## src/rtl/sparb_pkg.sv

```systemverilog
package sparb_pkg;

  localparam int ULB_W       = 3;
  localparam int BOUND_BEATS = 256;
  localparam int BCNT_W      = $clog2(BOUND_BEATS) + 1;

  typedef enum logic [1:0] {
    PARK_NONE  = 2'd0,
    PARK_LAST  = 2'd1,
    PARK_FIXED = 2'd2,
    PARK_RSVD  = 2'd3
  } park_e;

  // beats per chunk for an undefined-length burst
  function automatic logic [BCNT_W-1:0] chunk_beats(input logic [ULB_W-1:0] code);
    logic [BCNT_W-1:0] n;
    case (code)
      3'd0:    n = BCNT_W'(BOUND_BEATS);
      3'd1:    n = BCNT_W'(1);
      default: n = BCNT_W'(1) << code;
    endcase
    return n;
  endfunction

endpackage

```

## src/rtl/sparb_pick.sv

```systemverilog
module sparb_pick #(
  parameter int NM = 12,
  parameter int PW = 2,
  parameter int IW = 4
) (
  input  logic [NM-1:0]    req,
  input  logic [NM*PW-1:0] prio,
  input  logic [IW-1:0]    last,
  output logic             win_vld,
  output logic [IW-1:0]    win_idx
);

  logic [PW-1:0] top_pri;
  logic [NM-1:0] cand;

  // highest priority among requesters
  always_comb begin
    top_pri = '0;
    for (int i = 0; i < NM; i++) begin
      if (req[i] && (prio[i*PW +: PW] > top_pri)) top_pri = prio[i*PW +: PW];
    end
  end

  always_comb begin
    for (int i = 0; i < NM; i++) begin
      cand[i] = req[i] && (prio[i*PW +: PW] == top_pri);
    end
  end

  // rotate from the master after the last one served
  always_comb begin
    logic found;
    found   = 1'b0;
    win_idx = '0;
    for (int k = 1; k <= NM; k++) begin
      if (!found && cand[IW'((int'(last) + k) % NM)]) begin
        win_idx = IW'((int'(last) + k) % NM);
        found   = 1'b1;
      end
    end
    win_vld = found;
  end

endmodule

```

## src/rtl/sparb_tenure.sv

```systemverilog
module sparb_tenure
  import sparb_pkg::*;
#(
  parameter int SLW = 9
) (
  input  logic             clk,
  input  logic             rst_n,
  input  logic             active,
  input  logic             restart,
  input  logic             beat,
  input  logic             last,
  input  logic             undef,
  input  logic [ULB_W-1:0] code,
  input  logic [SLW-1:0]   slot_lim,
  output logic             brk,
  output logic             expire
);

  logic [BCNT_W-1:0] beat_q, beat_d;
  logic [SLW-1:0]    slot_q, slot_d;
  logic              beat_en, slot_en;
  logic              beat_hit, chunk_hit, lim_on;

  assign beat_hit  = active && beat;
  assign chunk_hit = undef && ((beat_q + BCNT_W'(1)) == chunk_beats(code));
  assign brk       = beat_hit && (last || chunk_hit);

  assign lim_on = (slot_lim != '0);
  assign expire = active && lim_on &&
                  (({1'b0, slot_q} + (SLW+1)'(1)) >= {1'b0, slot_lim});

  // next state
  always_comb begin
    beat_en = restart || beat_hit;
    beat_d  = restart ? '0 : beat_q + BCNT_W'(1);
    slot_en = restart || (active && lim_on);
    slot_d  = restart ? '0 : slot_q + SLW'(1);
  end

  always_ff @(posedge clk or negedge rst_n) begin
    if (!rst_n) begin
      beat_q <= '0;
      slot_q <= '0;
    end else begin
      if (beat_en) beat_q <= beat_d;
      if (slot_en) slot_q <= slot_d;
    end
  end

endmodule

```

## src/rtl/slvport_arb.sv

```systemverilog
module slvport_arb
  import sparb_pkg::*;
#(
  parameter int NM  = 12,
  parameter int PW  = 2,
  parameter int SLW = 9,
  parameter int FXW = 4
) (
  input  logic                clk,
  input  logic                rst_n,
  input  logic [NM-1:0]       req_i,
  input  logic [NM-1:0]       undef_i,
  input  logic [NM-1:0]       beat_i,
  input  logic [NM-1:0]       last_i,
  input  logic [NM*PW-1:0]    prio_i,
  input  logic [NM*ULB_W-1:0] ulbt_i,
  input  logic [SLW-1:0]      slot_lim_i,
  input  logic [1:0]          park_mode_i,
  input  logic [FXW-1:0]      park_fixed_i,
  output logic [NM-1:0]       gnt_o,
  output logic                preconn_o
);

  localparam int IW = (NM > 1) ? $clog2(NM) : 1;

  logic [IW-1:0] own_q, own_d, last_q, last_d;
  logic          vld_q, vld_d, ever_q, ever_d;
  logic          own_req, arb_pt, brk, expire;
  logic          win_vld;
  logic [IW-1:0] win_idx;
  logic          fixed_ok;

  assign own_req  = vld_q && req_i[own_q];
  assign arb_pt   = !own_req || brk || expire;
  assign fixed_ok = (int'(park_fixed_i) < NM);

  sparb_pick #(.NM(NM), .PW(PW), .IW(IW)) u_pick (
    .req     (req_i),
    .prio    (prio_i),
    .last    (last_q),
    .win_vld (win_vld),
    .win_idx (win_idx)
  );

  sparb_tenure #(.SLW(SLW)) u_ten (
    .clk      (clk),
    .rst_n    (rst_n),
    .active   (own_req),
    .restart  (arb_pt),
    .beat     (beat_i[own_q]),
    .last     (last_i[own_q]),
    .undef    (undef_i[own_q]),
    .code     (ulbt_i[own_q*ULB_W +: ULB_W]),
    .slot_lim (slot_lim_i),
    .brk      (brk),
    .expire   (expire)
  );

  // next owner
  always_comb begin
    own_d  = own_q;
    vld_d  = vld_q;
    last_d = last_q;
    ever_d = ever_q;
    if (win_vld) begin
      own_d  = win_idx;
      vld_d  = 1'b1;
      last_d = win_idx;
      ever_d = 1'b1;
    end else begin
      case (park_e'(park_mode_i))
        PARK_LAST: begin
          own_d = last_q;
          vld_d = ever_q;
        end
        PARK_FIXED: begin
          own_d = IW'(park_fixed_i);
          vld_d = fixed_ok;
        end
        default: vld_d = 1'b0;
      endcase
    end
  end

  always_ff @(posedge clk or negedge rst_n) begin
    if (!rst_n) begin
      own_q  <= '0;
      vld_q  <= 1'b0;
      last_q <= IW'(NM-1);
      ever_q <= 1'b0;
    end else if (arb_pt) begin
      own_q  <= own_d;
      vld_q  <= vld_d;
      last_q <= last_d;
      ever_q <= ever_d;
    end
  end

  for (genvar g = 0; g < NM; g++) begin : g_gnt
    assign gnt_o[g] = vld_q && (own_q == IW'(g));
  end

  assign preconn_o = vld_q && !req_i[own_q];

endmodule

```

## config.mk

```make
export PLATFORM = sky130hd
export DESIGN_NAME = slvport_arb
export DESIGN_NICKNAME = d
export VERILOG_FILES = /design/src/rtl/sparb_pkg.sv /design/src/rtl/sparb_pick.sv /design/src/rtl/sparb_tenure.sv /design/src/rtl/slvport_arb.sv
export SDC_FILE = /design/constraint.sdc
export NUM_CORES = 1
export LEC_CHECK = 0
export BUFFER_PORTS_ARGS = -buffer_cell sky130_fd_sc_hd__buf_2
export CELL_PAD_IN_SITES_DETAIL_PLACEMENT = 0
export CELL_PAD_IN_SITES_GLOBAL_PLACEMENT = 2
export CORE_MARGIN = 1
export CORE_UTILIZATION = 36
export CTS_BUF_LIST = sky130_fd_sc_hd__clkbuf_4 sky130_fd_sc_hd__clkbuf_8 sky130_fd_sc_hd__clkbuf_16
export DETAILED_ROUTE_END_ITERATION = 10
export PLACE_DENSITY_LB_ADDON = 0.3
export SYNTH_ARGS = -nofsm -noshare
export SYNTH_HDL_FRONTEND = slang
export SYNTH_SLANG_ARGS = --single-unit
```

## constraint.sdc

```tcl
create_clock -name clk -period 8.8 [get_ports clk]
set_clock_uncertainty 0.05 [all_clocks]
set_input_delay 0 -clock clk [delete_from_list [all_inputs] [get_ports clk]]
set_output_delay 0 -clock clk [all_outputs]
set_load 0.005 [all_outputs]
```

==> results.toml <==
[run_status]
status = "finished with violations"
violations = "setup timing"

[timing]
fin_crit_sh_pct = 161
finalCriticalPeriod_ns = 14.13
clock.fmax_mhz = 70.8
tns_ns = -52.57
setup_viol = 10
layout_setup_ws_ns = -5.33
tightest_slew_ns = 0.994
hold_viol_final = 0
max-slew-margin-rel_pct = 33.7
hold_ws_ns = 0.0605
rsz0062_at_grt = "true"
slew_viol_final = 0

[finish]
final_nets = 1631
drive_gt1_share_pct = 39.2
n_antenna_cell = 0
multi_input_area_um2 = 7330
final_cell_area_um2 = 11500
fillers = 2073
syn2layout_area_growth_pct = 46.0
register_area_um2 = 706

[worst_setup_path]
critPathKind = "input port to register"
max_stage_delay_ns = 0.54
worstPathMaxFanout = 7
cpMostUsedCell = "ha_4"
rr_startpoint = "last_q[0]$_DFFE_PN1P_"
r2r_setup_slack_ns = 2.32
crit_path_end_kind = "register"
worstPathArrival_ns = 14.22
r2r_cells = 21
crit_required_ns = 8.89
r2r-end = "own_q[1]$_DFFE_PN0P_"
cpMaxStageDelayCell = "or4_4"
path_buf_inv = 12
critical_path.top_delay_family = "compound AO/OA/AOI/OAI gates"
crit_path_start_kind = "input port"

[clock_tree]
cts_buffer_depth = 2
cts.sinks = 28
clk_pin_slew_worst_paths_ns = 0.07
root_buffer = "clkbuf_16"
cts_tree = "yes"
htreeDepth = 1
cts_buffers = 3
insertion_delay_ns = 0.27

[yosys]
yosysWarningCount = 0
synth_top_cell_by_area = "ha_1"
ys_seq_area_share_pct = 8.92
synth_compound_area_share_pct = 30.7
ys.flop_type = "dfrtp_1"
synth_xor_area_share_pct = 5.10
synth_edf_count = 0
yosysUniqueCellTypes = 96
synthTopCellsByArea = "ha_1, dfrtp_1, mux4_2, nand2_1, nor2_1"
synthMuxAreaShare_pct = 12.6
syn_area_um2 = 7900
syn_inst = 1089
synthSimpleGateAreaFrac_pct = 27.1
yosys.area_share.adder_pct = 9.41
syn_area_per_cell_um2 = 7.25
async_flop_share_pct = 100
synth_top_area_share_pct = 9.03
synth_seq_cells = 28
synth_nets = 1271
synth_top_family_by_area = "compound AO/OA/AOI/OAI gates"

[routing]
first_pass_iters = 5
remaining_drc_errors = 0
route.vias.total = 9788
routed_wl_um = 30800
ant_nets = 0
wl_per_cell_um = 17.9
routed_via_density = 5.68
drt_iter0_drc = 500

[pwr]
peakVddDrop_uv = 344
powerDensity_nw_per_um2 = 445
total_leakage_power_nw = 5.33

[global_routing]
grt_use_total_pct = 26.7
first_global_vias = 9409
antenna_found_initial = 1
grt_remaining_overflow = 0
grt_max_degree = 40
grt_pass1_wl_um = 48100

[min_path]
hold_depth = 3
holdPathEnd = "own_q[2]$_DFFE_PN0P_"
hold_path.class = "input port to register"
min_from = "park_fixed_i[2]"

[floorplan]
rows = 53
die-area_um2 = 22500
start_util_pct = 37.1
chipWidth_um = 150
core_um2 = 21300
die_h_um = 150
io_pins = 138

[placed_design]
gp_congestion = 0.926
io_buffers = 137
dp_hpwl_um = 24500
placed_area_um2 = 10600

[run]
cap_violations = 0
-- placed cells by master (no fill, tap or decap), types with 29 or more instances in the layout --
cell     instances
o21ai_0         37
nor2_1          96
nand3_1         32
xnor2_1         29
mux2i_1         29
buf_2          135
a21oi_1         64
inv_1           66
buf_4          261
nor3_1          30
ha_1            48
nand2_1        114
-- state kept, by name, indices dropped and copies added, names as in the netlist --
register	count
vld_q	1
u_ten.beat_q	9
u_ten.slot_q	9
last_q	4
own_q	4
ever_q	1
-- metrics by stage --
step           total power, W  util [%]  worst slack (ns)  cells
6_report              0.00513      54.2             -5.33   1723
2_1_floorplan         0.00293         -             -5.78   1089
3_5_place_dp          0.00444      49.6             -5.82   1667
3_3_place_gp          0.00440      49.6             -5.45   1667
4_1_cts               0.00485      52.3             -5.06   1719
5_1_grt               0.00558      54.2             -6.00   1723
-- power breakdown --
part	total (W)	leakage, nW	internal [W]	switching, W
logic	0.00469	4.92	0.00220	0.00249
clock network	0.000135	0.0511	0.0000906	0.0000447
registers	0.000301	0.359	0.000173	0.000127
total	0.00513	5.33	0.00247	0.00266
-- logic make-up (layout without fill, tap and decap cells) --
group,Yosys count,count (layout)
adder cells (fa/ha/maj),60,60
XOR/XNOR,46,46
AO/OA/AOI/OAI,332,332
buffers and inverters,123,482
multiplexers,68,68
AND/OR/NAND/NOR,432,432
flip-flops,28,28
-- cell usage after synthesis, types with 21 or more instances --
| master | count |
|---|---|
| a21oi_1 | 66 |
| clkbuf_1 | 36 |
| dfrtp_1 | 25 |
| ha_1 | 57 |
| inv_1 | 69 |
| mux2i_1 | 33 |
| mux4_2 | 24 |
| nand2_1 | 118 |
| nand3_1 | 34 |
| nor2_1 | 106 |
| nor2b_1 | 21 |
| nor3_1 | 37 |
| o21ai_0 | 43 |
| o22ai_1 | 25 |
| xnor2_1 | 29 |
-- how the worst max path moves through the flow --
stage | cells past startpoint | start | slack [ns] | endpoint
finish | 85 | prio_i[1] | -5.33 | own_q[1]$_DFFE_PN0P_
detailed placement | 80 | req_i[0] | -5.82 | own_q[2]$_DFFE_PN0P_
CTS | 81 | prio_i[1] | -5.06 | last_q[1]$_DFFE_PN1P_
global route | 83 | prio_i[1] | -6.00 | own_q[2]$_DFFE_PN0P_
global placement | 81 | req_i[0] | -5.45 | own_q[1]$_DFFE_PN0P_
floorplan | 83 | prio_i[1] | -5.78 | own_q[2]$_DFFE_PN0P_
-- routing by layer --
metal | part of all wire, % | wire (um) | GRT usage, % | vias up
li1 | - | - | - | 4835
met1 | 48 | 14700 | 36.7 | 4632
met2 | 45 | 13900 | 44.5 | 286
met3 | 6.0 | 1830 | 3.67 | 33
met4 | 1.2 | 377 | 4.90 | 2
met5 | 0.029 | 9 | 0 | -
-- layout make-up --
class | instances | share of cell area [%]
clock inverter | 1 | 0.260
sequential | 28 | 6.12
tap | 275 | 2.98
timing repair buffer | 406 | 24.0
clock buffer | 3 | 0.651
inverter | 72 | 2.39
multi-input combinational | 938 | 63.6
-- worst reg2reg max path: stages (launching register included) --
cell and delay, ns:
dfstp_2 1.04, inv_1 0.69, ha_1 0.53, xor2_1 0.47, inv_1 0.18, ha_1 0.27
nor2_1 0.11, a21oi_1 0.05, o22ai_1 0.45, nor2_1 0.16, a32o_1 0.30, mux2i_1 0.21
o311ai_2 0.20, nor2_1 0.18, buf_4 0.15, nor4b_1 0.05, nor3_1 0.24, nor4b_1 0.35
a311oi_2 0.10, a2111oi_4 0.39, buf_4 0.17, a21oi_1 0.05
-- repair_timing --
action / CTS / global route
endpoints found under the hold margin: 25 / 0
pin swaps: 34 / 47
hold buffers: 1 / 0
gates resized for setup: 24 / 62
setup endpoints to repair: 10 / 10
setup buffers: 47 / 6
(Power assumes the default switching activity.)
